--- src/rtl/smm_pkg.sv ---
package smm_pkg;
  typedef enum logic [2:0] {
    ST_IDLE    = 3'd0,
    ST_WAIT    = 3'd1,
    ST_SAVE    = 3'd2,
    ST_HANDLER = 3'd3,
    ST_RESTORE = 3'd4,
    ST_PREHI   = 3'd5
  } smm_state_e;

  localparam int PREAMBLE_CYCLES = 2;
  localparam int PRE_CNT_W       = $clog2(PREAMBLE_CYCLES + 1);
endpackage

--- src/rtl/smm_rst_sync.sv ---
module smm_rst_sync #(
  parameter int STAGES = 2
) (
  input  logic clk,
  input  logic rst_n,
  output logic rst_n_sync
);
  logic [STAGES-1:0] chain_q;

  always_ff @(posedge clk or negedge rst_n) begin
    if (!rst_n) chain_q <= '0;
    else        chain_q <= {chain_q[STAGES-2:0], 1'b1};
  end

  assign rst_n_sync = chain_q[STAGES-1];
endmodule

--- src/rtl/smm_pin_sample.sv ---
module smm_pin_sample (
  input  logic clk,
  input  logic rst_n,
  input  logic pin_i,
  output logic pin_low_q
);
  logic pin_q;

  // Registered level only: a sub-cycle glitch is never seen
  always_ff @(posedge clk or negedge rst_n) begin
    if (!rst_n) pin_q <= 1'b1;
    else        pin_q <= pin_i;
  end

  assign pin_low_q = ~pin_q;
endmodule

--- src/rtl/smm_seq_fsm.sv ---
module smm_seq_fsm
  import smm_pkg::*;
(
  input  logic       clk,
  input  logic       rst_n,
  input  logic       hw_req,
  input  logic       sw_req,
  input  logic       op_busy,
  input  logic       save_done,
  input  logic       handler_exit,
  input  logic       restore_done,
  output smm_state_e state,
  output logic       handler_entry
);
  smm_state_e state_q, state_d;
  logic [PRE_CNT_W-1:0] cnt_q, cnt_d;
  logic cnt_en;
  logic entry_d;

  always_comb begin
    state_d = state_q;
    cnt_d   = cnt_q;
    cnt_en  = 1'b0;
    unique case (state_q)
      ST_IDLE:    if (hw_req || sw_req) state_d = ST_WAIT;
      ST_WAIT:    if (!op_busy)         state_d = ST_SAVE;
      ST_SAVE:    if (save_done)        state_d = ST_HANDLER;
      ST_HANDLER: if (handler_exit)     state_d = ST_RESTORE;
      ST_RESTORE: if (restore_done) begin
        state_d = ST_PREHI;
        cnt_d   = '0;
        cnt_en  = 1'b1;
      end
      ST_PREHI: begin
        cnt_en = 1'b1;
        if (cnt_q == PRE_CNT_W'(PREAMBLE_CYCLES - 1)) state_d = ST_IDLE;
        else cnt_d = cnt_q + 1'b1;
      end
      default:    state_d = ST_IDLE;
    endcase
  end

  assign entry_d = (state_d == ST_HANDLER) && (state_q != ST_HANDLER);

  always_ff @(posedge clk or negedge rst_n) begin
    if (!rst_n) begin
      state_q <= ST_IDLE;
      entry_q <= 1'b0;
    end else begin
      state_q <= state_d;
      entry_q <= entry_d;
    end
  end

  always_ff @(posedge clk or negedge rst_n) begin
    if (!rst_n)      cnt_q <= '0;
    else if (cnt_en) cnt_q <= cnt_d;
  end

  logic entry_q;
  assign state         = state_q;
  assign handler_entry = entry_q;
endmodule

--- src/rtl/smm_out_decode.sv ---
module smm_out_decode
  import smm_pkg::*;
#(
  parameter int              ADDR_W      = 24,
  parameter logic [ADDR_W-1:0] HANDLER_VEC = 24'hFFFFF0
) (
  input  smm_state_e        state,
  input  logic              handler_entry,
  output logic              pin_oe,
  output logic              pin_val,
  output logic              active,
  output logic              save_req,
  output logic              restore_req,
  output logic              handler_go,
  output logic [ADDR_W-1:0] fetch_addr
);
  always_comb begin
    active      = (state != ST_IDLE);
    pin_oe      = (state == ST_SAVE) || (state == ST_HANDLER) ||
                  (state == ST_RESTORE) || (state == ST_PREHI);
    pin_val     = (state == ST_PREHI);
    save_req    = (state == ST_SAVE);
    restore_req = (state == ST_RESTORE);
    handler_go  = handler_entry && (state == ST_HANDLER);
    fetch_addr  = handler_go ? HANDLER_VEC : '0;
  end
endmodule

--- src/rtl/smm_mode_ctrl.sv ---
module smm_mode_ctrl
  import smm_pkg::*;
#(
  parameter int                ADDR_W      = 24,
  parameter logic [ADDR_W-1:0] HANDLER_VEC = 24'hFFFFF0
) (
  input  logic              clk,
  input  logic              rst_n,
  input  logic              smi_pin_i,
  input  logic              sw_trigger_i,
  input  logic              sw_enable_i,
  input  logic              op_busy_i,
  input  logic              save_done_i,
  input  logic              handler_exit_i,
  input  logic              restore_done_i,
  output logic              pin_oe_o,
  output logic              pin_val_o,
  output logic              mode_active_o,
  output logic              intr_mask_o,
  output logic              pipe_off_o,
  output logic              save_req_o,
  output logic              restore_req_o,
  output logic              handler_go_o,
  output logic [ADDR_W-1:0] fetch_addr_o
);
  logic       rst_n_int;
  logic       pin_low;
  logic       sw_req;
  logic       h_entry;
  smm_state_e state;
  logic       active;

  smm_rst_sync #(.STAGES(2)) u_rst (
    .clk        (clk),
    .rst_n      (rst_n),
    .rst_n_sync (rst_n_int)
  );

  smm_pin_sample u_pin (
    .clk       (clk),
    .rst_n     (rst_n_int),
    .pin_i     (smi_pin_i),
    .pin_low_q (pin_low)
  );

  assign sw_req = sw_trigger_i & sw_enable_i;

  smm_seq_fsm u_fsm (
    .clk           (clk),
    .rst_n         (rst_n_int),
    .hw_req        (pin_low),
    .sw_req        (sw_req),
    .op_busy       (op_busy_i),
    .save_done     (save_done_i),
    .handler_exit  (handler_exit_i),
    .restore_done  (restore_done_i),
    .state         (state),
    .handler_entry (h_entry)
  );

  smm_out_decode #(.ADDR_W(ADDR_W), .HANDLER_VEC(HANDLER_VEC)) u_dec (
    .state         (state),
    .handler_entry (h_entry),
    .pin_oe        (pin_oe_o),
    .pin_val       (pin_val_o),
    .active        (active),
    .save_req      (save_req_o),
    .restore_req   (restore_req_o),
    .handler_go    (handler_go_o),
    .fetch_addr    (fetch_addr_o)
  );

  assign mode_active_o = active;
  assign intr_mask_o   = active;
  assign pipe_off_o    = active;
endmodule

--- config.mk ---
export PLATFORM = sky130hd
export DESIGN_NAME = smm_mode_ctrl
export DESIGN_NICKNAME = d
export VERILOG_FILES = /design/src/rtl/smm_pkg.sv /design/src/rtl/smm_rst_sync.sv /design/src/rtl/smm_pin_sample.sv /design/src/rtl/smm_seq_fsm.sv /design/src/rtl/smm_out_decode.sv /design/src/rtl/smm_mode_ctrl.sv
export SDC_FILE = /design/constraint.sdc
export NUM_CORES = 1
export LEC_CHECK = 0
export CAP_MARGIN = 0
export CORE_MARGIN = 2
export CORE_UTILIZATION = 33
export CTS_CLUSTER_SIZE = 8
export DETAILED_ROUTE_END_ITERATION = 10
export PLACE_DENSITY = 0.75
export SYNTH_ARGS = -nofsm -noshare
export SYNTH_HDL_FRONTEND = slang
export SYNTH_SLANG_ARGS = --single-unit
export TNS_END_PERCENT = 100
--- constraint.sdc ---
create_clock -name clk -period 2.03 [get_ports clk]
set_input_delay 0.609 -clock clk [delete_from_list [all_inputs] [get_ports clk]]
set_output_delay 0.609 -clock clk [all_outputs]
set_load 0.02 [all_outputs]
==> results of run 1 <==
report_power, final:
| part | total [mW] | switching (mW) | internal (mW) |
|---|---|---|---|
| clock | 0.133 | 0.0571 | 0.0754 |
| combinational | 0.696 | 0.377 | 0.319 |
| sequential | 0.284 | 0.0473 | 0.237 |
per-stage QoR:
step | instances | total power [mW] | instance area [um^2]
after floorplan | 76 | 0.809 | 701
after global placement | 119 | 1.05 | 953
after detailed placement | 119 | 1.08 | 953
after CTS | 123 | 1.16 | 998
after global routing | 123 | 1.21 | 851
final | 123 | 1.11 | 851
per-layer routing:
metal / track usage / wire, um
met1: 0.110 / 528
met2: 0.191 / 552
met3: 0.0727 / 216
met4: 0.0417 / 19
met5: 0 / 0
kinds of logic after synthesis:
kind of cell | synth area share
AO/OA/AOI/OAI | 0.112
flip-flops | 0.332
other | 0.0110
AND/OR/NAND/NOR | 0.202
buffers and inverters | 0.325
adder cells (fa/ha/maj) | 0.0183
timing repair:
| action | in CTS | in global routing |
|---|---|---|
| gates cloned | 0 | 0 |
| resized for setup | 82 | 24 |
| hold endpoints to repair | 0 | 0 |
| setup endpoints to repair | 28 | 24 |
flip-flops by register name, indices dropped and copies added (netlist names):
signal and flops:
u_fsm.handler_entry 1, u_fsm.state 3, u_rst.chain_q 2, u_fsm.cnt_q 2, u_pin.pin_q 1
layout by cell type, fill, tap and decap left out, types with 3 or more instances in the layout:
master,netlist,routed
sky130_fd_sc_hd__nor2b_1,3,3
sky130_fd_sc_hd__nand2_1,6,6
sky130_fd_sc_hd__dfrtp_1,8,7
sky130_fd_sc_hd__buf_4,27,7
sky130_fd_sc_hd__nor2_1,4,3
sky130_fd_sc_hd__conb_1,2,5
sky130_fd_sc_hd__buf_2,0,24
sky130_fd_sc_hd__clkdlybuf4s50_1,0,8
sky130_fd_sc_hd__clkbuf_4,0,3
worst max-delay path, stage by stage (launching register included):
cell and delay [ns]:
sky130_fd_sc_hd__dfrtp_1 0.39, sky130_fd_sc_hd__nand2b_2 0.22, sky130_fd_sc_hd__nor2_1 0.12, sky130_fd_sc_hd__dlygate4sd2_1 0.34
final cells by class:
| cell class | count | share of cell area |
|---|---|---|
| Clock buffer | 4 | 0.0309 |
| Inverter | 2 | 0.00882 |
| Multi-Input combinational cell | 37 | 0.300 |
| Sequential cell | 9 | 0.268 |
| Tap cell | 27 | 0.0397 |
| Timing Repair Buffer | 44 | 0.353 |
worst max-delay path by stage:
stage,cells past startpoint,start,end
floorplan,3,u_fsm.state[2],fetch_addr_o[10]
global placement,4,u_fsm.state[2],fetch_addr_o[12]
detailed placement,4,u_fsm.state[1],fetch_addr_o[22]
CTS,3,u_fsm.state[2],pipe_off_o
global route,3,u_fsm.state[2],save_req_o
finish,3,u_fsm.state[2],save_req_o
==> results.py, run 1 <==
metrics = {
    "die": {
        "io_pins": 41,
        "die_w_um": 49.5,
        "die-height_um": 49.5,
        "design.core.area_um2": 1960,
        "floorplan.initialDensity": 0.348,
        "row_count": 16,
        "design.die.area_um2": 2450,
    },
    "timing": {
        "post-route-period-util": 0.952,
        "setup_viol": 0,
        "finalMaxSlewViolations": 0,
        "fin_setup_tns_ns": 0,
        "report.final.hold_viol_count": 0,
        "rsz0062_at_grt": "false",
        "achievable-frequency_mhz": 517,
        "layout_min_cycle_time_ns": 1.93,
        "final.hold.worst_slack_ns": 0.101,
        "finClkSkew_ns": 0.00886,
        "final_critical_path_setup_slack_ns": 0.0967,
    },
    "global_routing": {
        "total_grt_usage": 0.113,
        "globalRouteOverflowTotal": 0,
        "grt_antenna_before_repair": 0,
        "grt_start_max_net_pins": 22,
        "first_global_vias": 519,
        "wire_length_of_the_first_global_routing_pass_um": 2190,
    },
    "yosys": {
        "synth-edff-count": 0,
        "synth.area.top_cells": "sky130_fd_sc_hd__buf_4 (30%), sky130_fd_sc_hd__dfrtp_1 (29%), sky130_fd_sc_hd__dfstp_2 (3.9%)",
        "yosys-top-cells-count": "sky130_fd_sc_hd__buf_4 (27), sky130_fd_sc_hd__dfrtp_1 (8), sky130_fd_sc_hd__nand2_1 (6), sky130_fd_sc_hd__nor2_1 (4), sky130_fd_sc_hd__nor2b_1 (3)",
        "warnings_from_yosys": 0,
        "ys.flop_type": "sky130_fd_sc_hd__dfrtp_1",
        "post_synth_inst_count": 73,
        "synthArstFlopShare": 1.00,
        "synth_sequential_area_ratio": 0.332,
        "yosysUniqueCellTypes": 24,
        "yosysTopAreaCellShare": 0.297,
        "synth_area_um2": 682,
        "synth_area_leader_cell": "sky130_fd_sc_hd__buf_4",
        "total_of_flip_flops_plus_latches_after_synthesis": 9,
        "avgSynthCellArea_um2": 9.34,
        "yosysMostFrequentCell": "sky130_fd_sc_hd__buf_4",
    },
    "pwr": {
        "power_density_nw_per_um2": 1310,
        "static-leakage-power_nw": 0.472,
        "ir_worst_vdd_uv": 583,
    },
    "cells_and_area": {
        "postLayoutCoreUtil": 0.434,
        "drive_above_1_share": 0.479,
        "antenna_cells_inserted": 0,
        "area_of_the_multi_input_gates_um2": 255,
        "sequential_cell_area_um2": 228,
        "nFillCells": 244,
        "area_delta_synth_final_pct": 24.8,
        "design.final.nets": 107,
    },
    "route": {
        "route.detailed.wl_per_inst_um": 10.7,
        "detail-route-antenna-nets": 0,
        "wl_um": 1320,
        "first_iter_violations": 1,
        "vias": 520,
        "post_drt_via_cell_ratio": 4.23,
        "drt_first_pass_iters": 4,
        "drcViolationCount": 0,
    },
    "critical_path": {
        "startpoint_type": "flip-flop",
        "worst_r2r_startpoint": "u_fsm.state[1]",
        "required_ns": 1.42,
        "critical_path_class": "reg -> out",
        "setup.reg_to_reg.worst_slack_ns": 0.79,
        "worst_setup_path_end_kind": "primary output",
        "data_arrival_critical_path_ns": 1.32,
        "worstRegToRegCells": 4,
        "path_max_fanout": 3,
        "crit-reg2reg-capture": "u_fsm.state[0]",
    },
    "placed_design": {
        "place.detailed.hpwl_um": 1030,
        "post-place-ws_ns": -0.0803,
        "port-buffer-count": 36,
        "gpl.final_weighted_congestion": 0.787,
    },
    "clocking": {
        "cts_max_level": 1,
        "worst_skew_pair.late_latency_ns": 0.26,
        "post_cts_setup_buffer_count": 0,
        "cts_hold_repair.buffers": 0,
        "clock_buffer_count_from_cts": 3,
        "clockRootBuffer": "sky130_fd_sc_hd__clkbuf_4",
        "clkSlewWorstSetupHoldPaths_ns": 0.06,
        "cts_sinks": 9,
        "clock_tree_from_tritoncts": "done",
        "maximum_root_to_sink_buffer_count": 2,
    },
    "run": {
        "max_cap_viol_count": 0,
    },
    "hold_path": {
        "worstHoldPathType": "reg -> async",
    },
    "status": {
        "run_status": "complete, no violations",
    },
}
(Power assumes the default switching activity.)
==> run 2, diff against run 1 <==
Settings changed: MAX_ROUTING_LAYER set to met4.
==> results.py, run 2 (synthesized netlist as in run 1, its figures left out) <==
metrics = {
    "timing": {
        "post-route-period-util": 0.952,
        "achievable-frequency_mhz": 517,
        "layout_min_cycle_time_ns": 1.93,
        "final.hold.worst_slack_ns": 0.102,
        "finalMaxSlewViolations": 0,
        "finClkSkew_ns": 0.00748,
        "rsz0062_at_grt": "false",
        "final_critical_path_setup_slack_ns": 0.0976,
        "setup_viol": 0,
        "report.final.hold_viol_count": 0,
    },
    "critical_path": {
        "worst_r2r_startpoint": "u_fsm.state[1]",
        "setup.reg_to_reg.worst_slack_ns": 0.79,
        "data_arrival_critical_path_ns": 1.32,
        "worst_setup_path_end_kind": "primary output",
        "worstRegToRegCells": 4,
        "crit-reg2reg-capture": "u_fsm.state[0]",
        "critical_path_class": "reg -> out",
        "timing.critical_path.from": "u_fsm.state[2]",
        "path_max_fanout": 3,
        "startpoint_type": "flip-flop",
        "required_ns": 1.42,
        "worstSetupEndpoint": "save_req_o",
    },
    "placed_design": {
        "place.detailed.hpwl_um": 1030,
        "post-place-ws_ns": -0.0803,
        "gpl.final_weighted_congestion": 0.798,
        "port-buffer-count": 36,
    },
    "cells_and_area": {
        "max_ffs_per_register": 3,
        "design.final.nets": 107,
        "final_cell_mix": "sky130_fd_sc_hd__buf_2 (24), sky130_fd_sc_hd__clkdlybuf4s50_1 (8), sky130_fd_sc_hd__buf_4 (7), sky130_fd_sc_hd__dfrtp_1 (7), sky130_fd_sc_hd__nand2_1 (6)",
        "antenna_cells_inserted": 0,
        "drive_above_1_share": 0.479,
        "area_delta_synth_final_pct": 24.8,
        "layout_commonest_cell": "sky130_fd_sc_hd__buf_2",
    },
    "route": {
        "detail-route-antenna-nets": 0,
        "vias": 519,
        "drt_first_pass_iters": 4,
        "route.detailed.wl_per_inst_um": 10.7,
        "drcViolationCount": 0,
        "first_iter_violations": 1,
        "post_drt_via_cell_ratio": 4.22,
        "wl_um": 1320,
    },
    "hold_path": {
        "worstHoldPathType": "reg -> async",
    },
    "die": {
        "floorplan.initialDensity": 0.348,
        "die-height_um": 49.5,
        "io_pins": 41,
        "row_count": 16,
        "design.core.area_um2": 1960,
        "die_w_um": 49.5,
        "design.die.area_um2": 2450,
    },
    "pwr": {
        "static-leakage-power_nw": 0.472,
        "ir_worst_vdd_uv": 581,
        "fin_total_pwr_mw": 1.11,
        "power_density_nw_per_um2": 1310,
    },
    "global_routing": {
        "globalRouteOverflowTotal": 0,
        "grt_start_max_net_pins": 22,
        "use_met1": 0.114,
        "use_met3": 0.0667,
        "first_global_vias": 518,
        "wire_length_of_the_first_global_routing_pass_um": 2190,
        "met2_layer_usage_reported_by_global_route": 0.191,
        "total_grt_usage": 0.116,
        "global_route.peak_usage_layer": "met2",
        "grt_antenna_before_repair": 0,
    },
    "clocking": {
        "cts_sinks": 9,
        "cts_hold_repair.buffers": 0,
        "worst_skew_pair.late_latency_ns": 0.26,
        "clkSlewWorstSetupHoldPaths_ns": 0.06,
        "maximum_root_to_sink_buffer_count": 2,
        "clock_buffer_count_from_cts": 3,
        "clock_tree_from_tritoncts": "done",
        "clockRootBuffer": "sky130_fd_sc_hd__clkbuf_4",
        "cts_max_level": 1,
    },
    "status": {
        "run_status": "complete, no violations",
    },
    "run": {
        "max_cap_viol_count": 0,
    },
}
run 2: worst min-delay path by stage:
stage	from	endpoint
3_5_place_dp	u_rst.chain_q[1]	u_fsm.cnt_q[1]
3_3_place_gp	u_rst.chain_q[1]	u_fsm.cnt_q[1]
5_1_grt	u_rst.chain_q[1]	u_fsm.state[2]
6_report	u_rst.chain_q[1]	u_fsm.state[2]
2_1_floorplan	u_rst.chain_q[1]	u_fsm.cnt_q[0]
4_1_cts	u_rst.chain_q[1]	u_fsm.state[2]
run 2: layout make-up:
class	count	area, um^2
Sequential cell	9	228
Multi-Input combinational cell	37	255
Inverter	2	7.51
Fill cell	244	1110
Timing Repair Buffer	44	300
Clock buffer	4	26.3
Tap cell	27	33.8
run 2: routing by layer:
layer,vias to the layer above,part of all wire,wire length [um]
met5,-,0,0
met4,0,0.014,19
met3,2,0.16,213
met2,38,0.41,547
met1,227,0.41,540
li1,252,-,-
run 2: timing repair:
item                       4_1_cts  5_1_grt
gates resized for setup         82       24
setup endpoints to repair       28       24
buffers inserted                 0        0
pin swaps                        0        0
gates cloned                     0        0
run 2: critical path, stage by stage, from the launching register on:
cell	delay, ns
sky130_fd_sc_hd__dfrtp_1	0.39
sky130_fd_sc_hd__nand2b_2	0.22
sky130_fd_sc_hd__nor2_1	0.12
sky130_fd_sc_hd__dlygate4sd2_1	0.34
run 2: power by group:
group	total [mW]	switching [mW]	leakage, nW	internal, mW
logic	0.696	0.376	0.347	0.319
registers	0.284	0.0470	0.110	0.237
clock network	0.133	0.0572	0.0150	0.0754
run 2: stage by stage:
step | utilization | TNS (ns) | instance area (um^2) | std cells
after floorplan | - | 0 | 701 | 76
after global routing | 0.434 | 0 | 851 | 123
after CTS | 0.509 | 0 | 998 | 123
final | 0.434 | 0 | 851 | 123
after detailed placement | 0.486 | -1.59 | 953 | 119
after global placement | 0.486 | -0.441 | 953 | 119
